## config.mk

```make
export PLATFORM = sky130hd
export DESIGN_NAME = uart_fifo_ctl
export DESIGN_NICKNAME = d
export VERILOG_FILES = /design/src/rtl/uart_fifo_ctl_pkg.sv /design/src/rtl/uart_reset_sync.sv /design/src/rtl/uart_sync_fifo.sv /design/src/rtl/uart_fifo_regs.sv /design/src/rtl/uart_fifo_ctl.sv
export SDC_FILE = /design/constraint.sdc
export NUM_CORES = 1
export LEC_CHECK = 0
export CAP_MARGIN = 20
export CORE_MARGIN = 2
export CORE_UTILIZATION = 45
export DETAILED_ROUTE_END_ITERATION = 10
export GPL_TIMING_DRIVEN = 0
export PLACE_DENSITY_LB_ADDON = 0.15
export SYNTH_ARGS = -nofsm -noshare
export SYNTH_HDL_FRONTEND = slang
export SYNTH_SLANG_ARGS = --single-unit
```

## constraint.sdc

```tcl
create_clock -name clk -period 2.1 [get_ports clk]
set_input_delay 0.42 -clock clk [delete_from_list [all_inputs] [get_ports clk]]
set_output_delay 0.42 -clock clk [all_outputs]
set_load 0.1 [all_outputs]
```

## src/rtl/uart_fifo_ctl_pkg.sv

```systemverilog
package uart_fifo_ctl_pkg;
  localparam int REG_W = 16;

  typedef enum logic [1:0] {
    SEL_STATUS = 2'd0,
    SEL_TX_LVL = 2'd1,
    SEL_RX_LVL = 2'd2,
    SEL_SRESET = 2'd3
  } reg_sel_e;

  // bit positions inside the reset word
  localparam int SR_CTL_BIT = 0;
  localparam int SR_RX_BIT  = 1;
  localparam int SR_TX_BIT  = 2;
  // bit position of the transmit-space flag in the status word
  localparam int ST_TX_NF_BIT = 1;
endpackage

```

## src/rtl/uart_reset_sync.sv

```systemverilog
module uart_reset_sync #(
  parameter int STAGES = 2
) (
  input  logic clk,
  input  logic arst,
  output logic rst_o
);
  logic [STAGES-1:0] stage_q;

  // asynchronous assertion, release shifted in over STAGES edges
  always_ff @(posedge clk or posedge arst) begin
    if (arst) stage_q <= '1;
    else      stage_q <= {stage_q[STAGES-2:0], 1'b0};
  end

  assign rst_o = stage_q[STAGES-1];
endmodule

```

## src/rtl/uart_sync_fifo.sv

```systemverilog
module uart_sync_fifo #(
  parameter int DEPTH  = 16,
  parameter int DATA_W = 8,
  parameter int CNT_W  = $clog2(DEPTH + 1)
) (
  input  logic              clk,
  input  logic              rst,
  input  logic              clr,
  input  logic              push,
  input  logic [DATA_W-1:0] wdata,
  input  logic              pop,
  output logic [DATA_W-1:0] rdata,
  output logic              empty,
  output logic              full,
  output logic [CNT_W-1:0]  level
);
  localparam int PTR_W = (DEPTH > 1) ? $clog2(DEPTH) : 1;
  localparam logic [PTR_W-1:0] PTR_LAST = PTR_W'(DEPTH - 1);
  localparam logic [CNT_W-1:0] CNT_FULL = CNT_W'(DEPTH);

  logic [DATA_W-1:0] mem [DEPTH];
  logic [PTR_W-1:0]  wr_ptr_q, rd_ptr_q;
  logic [CNT_W-1:0]  cnt_q;
  logic              do_push, do_pop;

  function automatic logic [PTR_W-1:0] ptr_inc(input logic [PTR_W-1:0] p);
    return (p == PTR_LAST) ? '0 : p + 1'b1;
  endfunction

  assign empty   = (cnt_q == '0);
  assign full    = (cnt_q == CNT_FULL);
  assign level   = cnt_q;
  assign do_push = push && !full && !clr && !rst;
  assign do_pop  = pop && !empty && !clr && !rst;

  // storage: write port and registered read port, no reset
  always_ff @(posedge clk) begin
    if (do_push) mem[wr_ptr_q] <= wdata;
  end

  always_ff @(posedge clk) begin
    if (do_pop) rdata <= mem[rd_ptr_q];
  end

  // control: pointers and count, cleared by reset or the empty pulse
  always_ff @(posedge clk) begin
    if (rst || clr) begin
      wr_ptr_q <= '0;
      rd_ptr_q <= '0;
      cnt_q    <= '0;
    end else begin
      if (do_push) wr_ptr_q <= ptr_inc(wr_ptr_q);
      if (do_pop)  rd_ptr_q <= ptr_inc(rd_ptr_q);
      case ({do_push, do_pop})
        2'b10:   cnt_q <= cnt_q + 1'b1;
        2'b01:   cnt_q <= cnt_q - 1'b1;
        default: cnt_q <= cnt_q;
      endcase
    end
  end


  no_overflow_chk: assert property (@(posedge clk) disable iff (rst)
    (full && push && !pop && !clr) |=> (full && level == CNT_FULL));


  no_underflow_chk: assert property (@(posedge clk) disable iff (rst)
    (empty && pop && !push && !clr) |=> empty);


  clear_wins_chk: assert property (@(posedge clk) disable iff (rst)
    clr |=> (level == '0 && empty));
endmodule

```

## src/rtl/uart_fifo_regs.sv

```systemverilog
module uart_fifo_regs
  import uart_fifo_ctl_pkg::*;
#(
  parameter int ADDR_W = 4,
  parameter int CNT_W  = 5
) (
  input  logic              clk,
  input  logic              rst,
  input  logic              psel,
  input  logic              penable,
  input  logic              pwrite,
  input  logic [ADDR_W-1:0] paddr,
  input  logic [REG_W-1:0]  pwdata,
  output logic [REG_W-1:0]  prdata,
  input  logic [CNT_W-1:0]  tx_level,
  input  logic [CNT_W-1:0]  rx_level,
  input  logic              tx_full,
  output logic              tx_clr_o,
  output logic              rx_clr_o,
  output logic              ctl_req_o
);
  reg_sel_e         sel;
  logic             wr_en, rd_setup, sr_wr;
  logic [REG_W-1:0] rd_mux;

  assign sel      = reg_sel_e'(paddr[3:2]);
  assign wr_en    = psel && penable && pwrite;
  assign rd_setup = psel && !penable && !pwrite;
  assign sr_wr    = wr_en && (sel == SEL_SRESET);

  always_comb begin
    rd_mux = '0;
    case (sel)
      SEL_STATUS: rd_mux[ST_TX_NF_BIT] = !tx_full;
      SEL_TX_LVL: rd_mux = REG_W'(tx_level);
      SEL_RX_LVL: rd_mux = REG_W'(rx_level);
      default:    rd_mux = '0;
    endcase
  end

  always_ff @(posedge clk) begin
    if (rst) begin
      prdata    <= '0;
      tx_clr_o  <= 1'b0;
      rx_clr_o  <= 1'b0;
      ctl_req_o <= 1'b0;
    end else begin
      tx_clr_o  <= sr_wr && pwdata[SR_TX_BIT];
      rx_clr_o  <= sr_wr && pwdata[SR_RX_BIT];
      ctl_req_o <= sr_wr && pwdata[SR_CTL_BIT];
      if (rd_setup) prdata <= rd_mux;
    end
  end

  logic unused_bits;
  assign unused_bits = &{1'b0, paddr[1:0], pwdata[REG_W-1:3]};


  sreset_reads_zero_chk: assert property (@(posedge clk) disable iff (rst)
    (rd_setup && sel == SEL_SRESET) |=> (prdata == '0));


  status_reserved_chk: assert property (@(posedge clk) disable iff (rst)
    (rd_setup && sel == SEL_STATUS) |=> (prdata[0] == 1'b0 && prdata[REG_W-1:2] == '0));


  tx_pulse_once_chk: assert property (@(posedge clk) disable iff (rst)
    tx_clr_o |=> !tx_clr_o);
endmodule

```

## src/rtl/uart_fifo_ctl.sv

```systemverilog
module uart_fifo_ctl
  import uart_fifo_ctl_pkg::*;
#(
  parameter int DEPTH   = 16,
  parameter int DATA_W  = 8,
  parameter int ADDR_W  = 4,
  parameter int SYNC_ST = 2
) (
  input  logic              clk,
  input  logic              rst,
  input  logic              psel,
  input  logic              penable,
  input  logic              pwrite,
  input  logic [ADDR_W-1:0] paddr,
  input  logic [15:0]       pwdata,
  output logic [15:0]       prdata,
  input  logic              tx_push,
  input  logic [DATA_W-1:0] tx_wdata,
  input  logic              tx_pop,
  output logic [DATA_W-1:0] tx_rdata,
  output logic              tx_empty,
  input  logic              rx_push,
  input  logic [DATA_W-1:0] rx_wdata,
  input  logic              rx_pop,
  output logic [DATA_W-1:0] rx_rdata,
  output logic              rx_empty,
  output logic              ctl_rst_o
);
  localparam int CNT_W = $clog2(DEPTH + 1);

  logic             tx_clr, rx_clr, ctl_req, ctl_arst, ctl_rst;
  logic             tx_full, rx_full;
  logic [CNT_W-1:0] tx_level, rx_level;

  uart_fifo_regs #(.ADDR_W(ADDR_W), .CNT_W(CNT_W)) regs_i (
    .clk      (clk),
    .rst      (rst),
    .psel     (psel),
    .penable  (penable),
    .pwrite   (pwrite),
    .paddr    (paddr),
    .pwdata   (pwdata),
    .prdata   (prdata),
    .tx_level (tx_level),
    .rx_level (rx_level),
    .tx_full  (tx_full),
    .tx_clr_o (tx_clr),
    .rx_clr_o (rx_clr),
    .ctl_req_o(ctl_req)
  );

  assign ctl_arst = rst || ctl_req;

  uart_reset_sync #(.STAGES(SYNC_ST)) rsync_i (
    .clk  (clk),
    .arst (ctl_arst),
    .rst_o(ctl_rst)
  );

  assign ctl_rst_o = ctl_rst;

  uart_sync_fifo #(.DEPTH(DEPTH), .DATA_W(DATA_W), .CNT_W(CNT_W)) tx_fifo_i (
    .clk  (clk),
    .rst  (ctl_rst),
    .clr  (tx_clr),
    .push (tx_push),
    .wdata(tx_wdata),
    .pop  (tx_pop),
    .rdata(tx_rdata),
    .empty(tx_empty),
    .full (tx_full),
    .level(tx_level)
  );

  uart_sync_fifo #(.DEPTH(DEPTH), .DATA_W(DATA_W), .CNT_W(CNT_W)) rx_fifo_i (
    .clk  (clk),
    .rst  (ctl_rst),
    .clr  (rx_clr),
    .push (rx_push),
    .wdata(rx_wdata),
    .pop  (rx_pop),
    .rdata(rx_rdata),
    .empty(rx_empty),
    .full (rx_full),
    .level(rx_level)
  );

  logic unused_full;
  assign unused_full = rx_full;


  ctl_rst_immediate_chk: assert property (@(posedge clk) disable iff (rst)
    ctl_req |-> ctl_rst_o);


  ctl_rst_empties_chk: assert property (@(posedge clk) disable iff (rst)
    ($fell(ctl_rst_o)) |-> (tx_empty && rx_empty));
endmodule

```

# [Word-level counts from Yosys, hierarchy flattened]
# Memories as Yosys holds them, arrays and structs flattened. A register that Yosys moved wholly into a read port is not among the register bits.
# Index checks and enable logic that the tools add are counted.
[classes] n_mux=13 n_reduce_logical=37 addsub=8 n_eq_ne=13
[op_table] op="$logic_and A1 B1 Y1" n=20
[op_table] op="$pmux W5 S2" n=2
[op_table] op="$add A4 B1 Y4 const B" n=4
[op_table] op="$eq A4 B4 Y1 const B" n=4
[op_table] op="$mux W4" n=4
[op_table] op="$add A5 B1 Y5 const B" n=2
[op_table] op="$eq A5 B5 Y1 const B" n=2
[op_table] op="$logic_not A5 Y1" n=2
[op_table] op="$sub A5 B1 Y5 const B" n=2
[op_table] op="$logic_not A1 Y1" n=9
[op_table] op="$eq A2 B2 Y1 const B" n=4
[op_table] op="$eq A2 B1 Y1 const B" n=3
[op_table] op="$pmux W3 S2" n=1
[op_table] op="$mux W1" n=4
[op_table] op="$reduce_bool A2 Y1" n=2
[op_table] op="$logic_or A1 B1 Y1" n=3
[op_table] op="$pmux W1 S3" n=1
[op_table] op="$logic_not A2 Y1" n=1
[op_table] op="$pmux W1 S2" n=1
[totals] out_inout_bits=35 register_bits=47 elab_cells=84 memories=2 ram_bits=256 inputBits=45
[memory_table] memory="rx_fifo_i.mem" depth=16 width=8 read_ports=1 rd_clocked_by_memory_dff=1 write_ports=1 line_no="uart_sync_fifo.sv:21" source="logic [DATA_W-1:0] mem [DEPTH];"
[memory_table] memory="tx_fifo_i.mem" depth=16 width=8 read_ports=1 rd_clocked_by_memory_dff=1 write_ports=1 line_no="uart_sync_fifo.sv:21"

# [Logic depth before layout (Yosys ltp)]
# Gate-level depths: netlist (run 1).
[logic_depth] depth_word=7 mapped_depth=11 mapped_depth_nobuf=10

# [By module]
# From an unflattened synthesis (run 1), not the netlist that was laid out.
[hier_totals] hier_cells=697 area_unflattened_um2=12405.6
[by_module_without_submodules] mod="uart_sync_fifo at rx_fifo_i" n_inst=1 area_each_um2=5925.7 seq_area_each_um2=4344.2 cells_per_inst=319
[by_module_without_submodules] mod="uart_sync_fifo at tx_fifo_i" n_inst=1 area_each_um2=5919.4 seq_area_each_um2=4344.2 cells_per_inst=318
[by_module_without_submodules] mod="uart_fifo_regs" n_inst=1 area_each_um2=494.2 seq_area_each_um2=160.2 cells_per_inst=55
[by_module_without_submodules] mod="uart_reset_sync" n_inst=1 area_each_um2=60.1 seq_area_each_um2=52.6 cells_per_inst=4
[by_module_without_submodules] mod="uart_fifo_ctl" n_inst=1 area_each_um2=6.3 seq_area_each_um2=0.0 cells_per_inst=1

# [Worst setup path before layout (run 1)]
# No wires, ideal clock.
[synth_timing] path_type="register to register" startpoint="register rsync_i.stage_q[1]" endpoint="register tx_fifo_i.cnt_q[4], in the netlist tx_fifo_i.level[4]" arrival_ns=2.998 t_required_ns=2.028 path_buffers=1 setup_time_ns=0.072 path_stages_with_launch=11 synth_period_minus_slack_ns=3.070 path_slack_ns=-0.970 path_cell_list="dfstp_2 > or2_2 > clkbuf_1 > nor2_1 > ha_1 > inv_1 > fa_1 > nand2b_1 > a21oi_1 > mux2i_1 > mux2i_1"
[synth_between] elab_chain_cells=4 word_cells_on_any_way=8 cone_classes="2 x eq/ne; 1 x mux; 5 x reduce/logical"
[synth_rtl] element="start: declaration" line_no="uart_reset_sync.sv:8" source="logic [STAGES-1:0] stage_q;"
[synth_rtl] element="start signal: assignment" line_no="uart_reset_sync.sv:13" source="else stage_q <= {stage_q[STAGES-2:0], 1'b0};"
[synth_rtl] element="$logic_not A1 Y1 (*)" line_no="uart_sync_fifo.sv:34" source="assign do_pop = pop && !empty && !clr && !rst;"
[synth_rtl] element="$logic_and A1 B1 Y1 (*)" line_no="uart_sync_fifo.sv:34"
[synth_rtl] element="net tx_fifo_i.do_pop" line_no="uart_sync_fifo.sv:24" source="logic do_push, do_pop;"
[synth_rtl] element="$eq A2 B1 Y1 / $eq A2 B2 Y1 (equally long branches)" line_no="uart_sync_fifo.sv:54" source="case ({do_push, do_pop})"
[synth_rtl] element="$pmux W5 S2 / $reduce_bool A2 Y1 (equally long branches)"
[synth_rtl] element="end signal: assignment" line_no="uart_sync_fifo.sv:55" source="2'b10: cnt_q <= cnt_q + 1'b1;"
[synth_rtl] element="end signal: assignment" line_no="uart_sync_fifo.sv:56" source="2'b01: cnt_q <= cnt_q - 1'b1;"
[synth_rtl] element="end signal: assignment" line_no="uart_sync_fifo.sv:57" source="default: cnt_q <= cnt_q;"
[synth_rtl] element="end: declaration" line_no="uart_sync_fifo.sv:23" source="logic [CNT_W-1:0] cnt_q;"
# Mark *: on every way through the listed nets, which the timed path passes. The rest lies on a longest branch.
# A chain may end at the register's enable or synchronous reset.

# [Worst setup path after layout (run 1)]
[layout_timing] startpoint="register tx_fifo_i.cnt_q[3], in the netlist tx_fifo_i.level[3]" endpoint="register tx_fifo_i.cnt_q[3], in the netlist tx_fifo_i.level[3]"
[layout_between] elab_chain_cells=7 word_cells_on_any_way=16 cone_classes="2 x add/sub; 3 x eq/ne; 1 x mux; 10 x reduce/logical"
[layout_rtl] element="$logic_not A5 Y1 (*)" line_no="uart_sync_fifo.sv:30" source="assign empty = (cnt_q == '0);"
[layout_rtl] element="$logic_not A1 Y1 (*)" line_no="uart_sync_fifo.sv:34"
[layout_rtl] element="$logic_and A1 B1 Y1 (*) (3 in series)" line_no="uart_sync_fifo.sv:34"
[layout_rtl] element="net tx_fifo_i.do_pop" line_no="uart_sync_fifo.sv:24"
[layout_rtl] element="$eq A2 B1 Y1 / $eq A2 B2 Y1 (equally long branches)" line_no="uart_sync_fifo.sv:54"
[layout_rtl] element="$pmux W5 S2 / $reduce_bool A2 Y1 (equally long branches)"
# Marked as above.

==> flow_summary.ini, run 1 <==
[run_status]
status = complete, but fails checks
violations = setup timing

[sta]
rsz0062_at_grt = true
worst_slack_ns = -0.417
setup_viol = 10
slew-limit-headroom = 0.368
clock.fmax_ghz = 0.397
min_period_ns = 2.52
drv_slew = 0
fin_hold_ws_ns = 0.139
hold_viol = 0
tightestPinTransition_ns = 0.952
fin_crit_sh = 1.20
skew_ns = 0.0255

[clock_tree]
clk_pin_slew_ns = 0.05
cts_buffer_depth = 3
cts.sinks = 308
clk-insertion-delay-late_ns = 0.51
cts_buffers = 34
htree_levels = 2
tritoncts = built
cts-root-buf = clkbuf_16

[die]
dieArea_um2 = 28800
die_x_um = 170
initial_core_util = 0.459
num_rows = 60
coreArea_um2 = 27000
ios = 80
dieHeight_um = 170

[drt]
wl_per_cell_um = 21.8
antenna_left = 0
drc = 0
drt_iter0_markers = 527
firstDrtPassIters = 5
wl_mm = 26.2
vias = 6718
vias_per_cell = 5.59

[yosys]
ys.flop_type = edfxtp_1
avgSynthCellArea_um2 = 17.7
syn_inst = 699
synth-seq-cells = 308
ys_seq_area_frac = 0.719
yosys_warnings = 0
ys_types = 53
netlist_area_um2 = 12400
synth_edf_count = 272
synthArstFlopShare = 0.00649

[critical_path]
reg2reg_depth = 10
path_class = flip-flop to flip-flop
crit_required_ns = 2.53
critPathMaxFanout = 5
cp.arrival_ns = 2.95
r2r_start = tx_fifo_i.level[3]
reg2reg_to = tx_fifo_i.level[3]
end_kind = flip-flop
worst_setup_path_start_kind = flip-flop
regToRegSetupSlack_ns = -0.42

[global_routing]
antenna_found_initial = 0
overflow = 0
grt_max_degree = 17
grt_pass1_vias = 7177
track_usage = 0.186
grt_pass1_wl_mm = 40.4

[place]
io_buffers = 52
pre_cts_ws_ns = -0.893
gp_congestion = 0.767
dp_hpwl_mm = 16.7

[power_and_ir_drop]
p_leak_nw = 5.09
vdd_drop_max_v = 0.000694
power.density_nw_per_um2 = 939

[cells_and_area]
nNetsFinal = 907
syn2layout_area_growth_pct = 25.1
nFillCells = 2000
fin_util = 0.574
drive_gt1_frac = 0.351
antenna_cells = 0

[flow_run]
cap_violations = 0

[min_path]
min_path_type = primary input to asynchronous set/reset pin
-- layout make-up --
class	instances	area (µm²)	share of cell area
well taps	341	427	0.0276
plain buffers	41	290	0.0188
repair buffers	95	917	0.0593
multi-input cells	347	3840	0.248
flip-flops and latches	308	8920	0.576
clock inverters	19	140	0.00905
inverters	10	40.0	0.00259
clock buffers	41	898	0.0580
-- worst max-delay path, stage by stage, from the launching register on --
cell	delay, ns
dfxtp_4	0.36
or4_4	0.56
o21ai_4	0.20
nor2_4	0.06
ha_4	0.19
buf_6	0.12
ha_4	0.24
a21o_1	0.12
a21oi_2	0.06
or4_4	0.47
nand3_2	0.06
-- how the worst max path moves through the flow --
stage,startpoint,endpoint,slack [ns]
6_report,tx_fifo_i.level[3],tx_fifo_i.level[3],-0.42
3_5_place_dp,tx_pop,tx_fifo_i.level[4],-0.89
5_1_grt,tx_fifo_i.level[3],tx_fifo_i.level[4],-0.50
4_1_cts,rx_fifo_i.level[1],rx_fifo_i.level[4],-0.39
2_1_floorplan,rsync_i.stage_q[1],tx_fifo_i.level[4],-0.42
3_3_place_gp,tx_pop,tx_fifo_i.level[4],-0.83
-- cell families after synthesis --
logic type | count (synthesis) | synth area share
flip-flops | 308 | 0.719
AND/OR/NAND/NOR | 149 | 0.0554
AO/OA/AOI/OAI | 82 | 0.0483
multiplexers | 73 | 0.124
buffers and inverters | 55 | 0.0221
adder cells (fa/ha/maj) | 25 | 0.0265
XOR/XNOR | 6 | 0.00425
other | 1 | 0.000303
-- cell usage in the layout, fill, tap and decap left out, types with 6 or more instances in the layout --
master,count
buf_6,7
a21oi_1,14
dfxtp_1,28
clkdlybuf4s15_2,7
buf_4,46
ha_4,7
nor2_4,29
nand3_2,6
and2_1,6
edfxtp_1,272
ha_1,16
inv_1,9
mux2i_1,9
nand3_1,8
conb_1,12
clkbuf_16,36
nor2_1,31
clkdlybuf4s50_1,28
nand2_1,32
buf_12,10
nor3_4,8
mux4_2,64
clkinv_2,10
a22oi_1,31
clkbuf_2,22
clkbuf_1,11
-- metal layers --
metal	GRT usage	wire, µm	vias to the layer above
met5	0	0	-
met4	0.0539	544	0
met3	0.0321	1190	38
met2	0.334	13800	167
met1	0.234	10700	3471
li1	-	-	3042
-- flip-flops by register name, summed over array words and instances, names as in the netlist --
signal              count
regs_i.ctl_req_o        1
rx_fifo_i.rd_ptr_q      4
rx_fifo_i.rdata         8
rx_fifo_i.mem         128
rx_fifo_i.level         5
rx_fifo_i.wr_ptr_q      4
tx_fifo_i.level         5
regs_i.prdata           5
regs_i.rx_clr_o         1
tx_fifo_i.rdata         8
tx_fifo_i.mem         128
tx_fifo_i.rd_ptr_q      4
tx_fifo_i.wr_ptr_q      4
regs_i.tx_clr_o         1
rsync_i.stage_q         2
-- synthesized netlist by cell type (all sizes together) (2+ instances only) --
cell	n	area share
mux4	64	0.12
edfxtp	272	0.66
a211oi	3	0.0022
dfstp	2	0.0042
clkbuf	17	0.0052
nand3	19	0.0077
a31o	2	0.0014
a21oi	19	0.0080
o21bai	2	0.0012
or2	2	0.0010
nand2	34	0.010
inv	10	0.0030
ha	23	0.023
or4	4	0.0030
a31oi	2	0.0010
fa	2	0.0032
nand4b	2	0.0014
dfxtp	34	0.055
o311a	2	0.0016
a41oi	2	0.0014
mux2i	9	0.0073
a21o	2	0.0012
and2	6	0.0030
buf	28	0.014
a211o	2	0.0014
a22o	4	0.0028
a22oi	32	0.019
nor2b	4	0.0020
o21ai	2	0.0014
o211ai	3	0.0018
nand2b	5	0.0025
nor3	8	0.0032
nor2	60	0.018
xor2	5	0.0035
-- through the flow --
step / TNS [ns] / cells / instance area [µm²] / total power, mW
finish: -2.39 / 1202 / 15500 / 14.5
global route: -3.32 / 1202 / 15500 / 15.0
CTS: -4.09 / 1191 / 15400 / 14.6
detailed placement: -162.13 / 1103 / 13500 / 8.85
floorplan: -1.80 / 710 / 12600 / 8.36
global placement: -158.71 / 1103 / 13500 / 8.80
-- power by group --
part / total, mW / leakage (nW) / switching [mW] / internal, mW
combinational: 2.16 / 1.82 / 1.24 / 0.922
sequential: 6.87 / 2.75 / 0.0783 / 6.80
clock: 5.49 / 0.518 / 2.30 / 3.19
-- what timing repair did --
action | in CTS | in global routing
buffers inserted | 29 | 16
gates resized for setup | 176 | 37
gates cloned | 0 | 0
hold buffers | 0 | 0
endpoints found under the setup margin | 306 | 223
pin swaps | 40 | 26
Note: power is estimated with default switching activity, not from simulation.
==> run 2, diff against run 1 <==
CORE_UTILIZATION = 40   (was 45)
==> flow_summary.ini, run 2 (synthesis gave the netlist of run 1 again) <==
[run_status]
status = complete, but fails checks
violations = setup timing

[global_routing]
overflow = 0
antenna_found_initial = 0
track_usage = 0.169
grt_max_degree = 17
grt_pass1_vias = 7193
grt_pass1_wl_mm = 41.7

[sta]
fin_crit_sh = 1.17
worst_slack_ns = -0.352
slew-limit-headroom = 0.370
rsz0062_at_grt = true
tightestPinTransition_ns = 0.949
clock.fmax_ghz = 0.408
skew_ns = 0.0273
drv_slew = 0
min_period_ns = 2.45
setup_tns_ns = -1.90
fin_hold_ws_ns = 0.164
hold_viol = 0
setup_viol = 10

[critical_path]
cp.arrival_ns = 2.87
reg2reg_to = tx_fifo_i.level[4]
path_class = flip-flop to flip-flop
worst_setup_path_start_kind = flip-flop
reg2reg_depth = 10
end_kind = flip-flop
critPathMaxFanout = 6
crit_required_ns = 2.52
r2r_start = rsync_i.stage_q[1]
regToRegSetupSlack_ns = -0.35

[die]
initial_core_util = 0.406
dieArea_um2 = 32400
coreArea_um2 = 30500
ios = 80
num_rows = 64
die_x_um = 180
dieHeight_um = 180

[flow_run]
cap_violations = 0

[drt]
antenna_left = 0
drt_iter0_markers = 515
firstDrtPassIters = 5
drc = 0
wl_per_cell_um = 21.5
vias_per_cell = 5.38
vias = 6807
wl_mm = 27.2

[place]
dp_hpwl_mm = 17.3
gp_congestion = 0.793
place_area_um2 = 13600
io_buffers = 52

[clock_tree]
cts.sinks = 308
hold_buffers = 0
tritoncts = built
cts-root-buf = clkbuf_16
htree_levels = 2
clk_pin_slew_ns = 0.05
clk-insertion-delay-late_ns = 0.52
cts_buffer_depth = 3
cts_buffers = 35

[cells_and_area]
syn2layout_area_growth_pct = 26.6
design_area_um2 = 15700
layout_common_cells = edfxtp_1 (272), mux4_2 (64), buf_4 (54)
antenna_cells = 0
nFillCells = 2404
reg.largest.list = rx_fifo_i.mem x128, tx_fifo_i.mem x128
final_common_cell = edfxtp_1
regArea_um2 = 8930
multi_input_area_um2 = 3850
nNetsFinal = 914
drive_gt1_frac = 0.352

[power_and_ir_drop]
vdd_drop_max_v = 0.000639
power.density_nw_per_um2 = 950
p_leak_nw = 5.13

[min_path]
min_path_type = primary input to asynchronous set/reset pin
==> run 2: power by group <==
group	internal (mW)	total [mW]	switching [mW]
registers	6.80	6.87	0.0768
logic	0.930	2.18	1.25
clock network	3.50	5.82	2.32
total	11.2	14.9	3.65
==> run 2: worst max-delay path: stages, from the launching register on <==
cell	delay (ns)
dfstp_4	0.49
or2_4	0.25
clkbuf_16	0.15
nor2_4	0.11
ha_4	0.21
inv_4	0.05
fa_2	0.35
nand2b_4	0.15
a21oi_2	0.13
mux2i_1	0.27
mux2i_1	0.22
==> run 2: layout make-up <==
class                      instances  share of cell area
clock inverter                    19              0.0112
clock buffer                      43              0.0592
sequential                       308               0.570
buffer                            41              0.0188
multi-input combinational        347               0.246
inverter                          10             0.00256
timing repair buffer             101              0.0613
tap                              396              0.0316
==> run 2: how the worst max path moves through the flow <==
stage,start,to,slack [ns]
6_report,rsync_i.stage_q[1],tx_fifo_i.level[4],-0.35
5_1_grt,tx_fifo_i.level[3],tx_fifo_i.level[4],-0.43
4_1_cts,rsync_i.stage_q[1],tx_fifo_i.level[4],-0.37
3_5_place_dp,tx_pop,tx_fifo_i.level[4],-0.86
3_3_place_gp,tx_pop,tx_fifo_i.level[4],-0.79
2_1_floorplan,rsync_i.stage_q[1],tx_fifo_i.level[4],-0.42
==> run 2: metal layers <==
| metal | global-route usage | wire (µm) | vias to the layer above |
|---|---|---|---|
| met4 | 0.0546 | 622 | 0 |
| met2 | 0.297 | 14000 | 210 |
| met3 | 0.0259 | 1450 | 55 |
| met5 | 0 | 0 | - |
| met1 | 0.215 | 11100 | 3475 |
| li1 | - | - | 3067 |
==> run 2: what timing repair did <==
| item | in CTS | in global routing |
|---|---|---|
| gates resized for setup | 181 | 38 |
| endpoints found under the setup margin | 306 | 264 |
| pin swaps | 37 | 21 |
| buffers inserted | 46 | 9 |
==> run 2: metrics by stage <==
stage | std cells | power [mW] | setup WS, ns | util
after global routing | 1265 | 15.4 | -0.429 | 0.513
after detailed placement | 1158 | 8.87 | -0.859 | 0.446
after floorplan | 710 | 8.36 | -0.415 | -
final | 1265 | 14.9 | -0.352 | 0.513
after CTS | 1265 | 15.0 | -0.374 | 0.512
after global placement | 1158 | 8.83 | -0.791 | 0.446
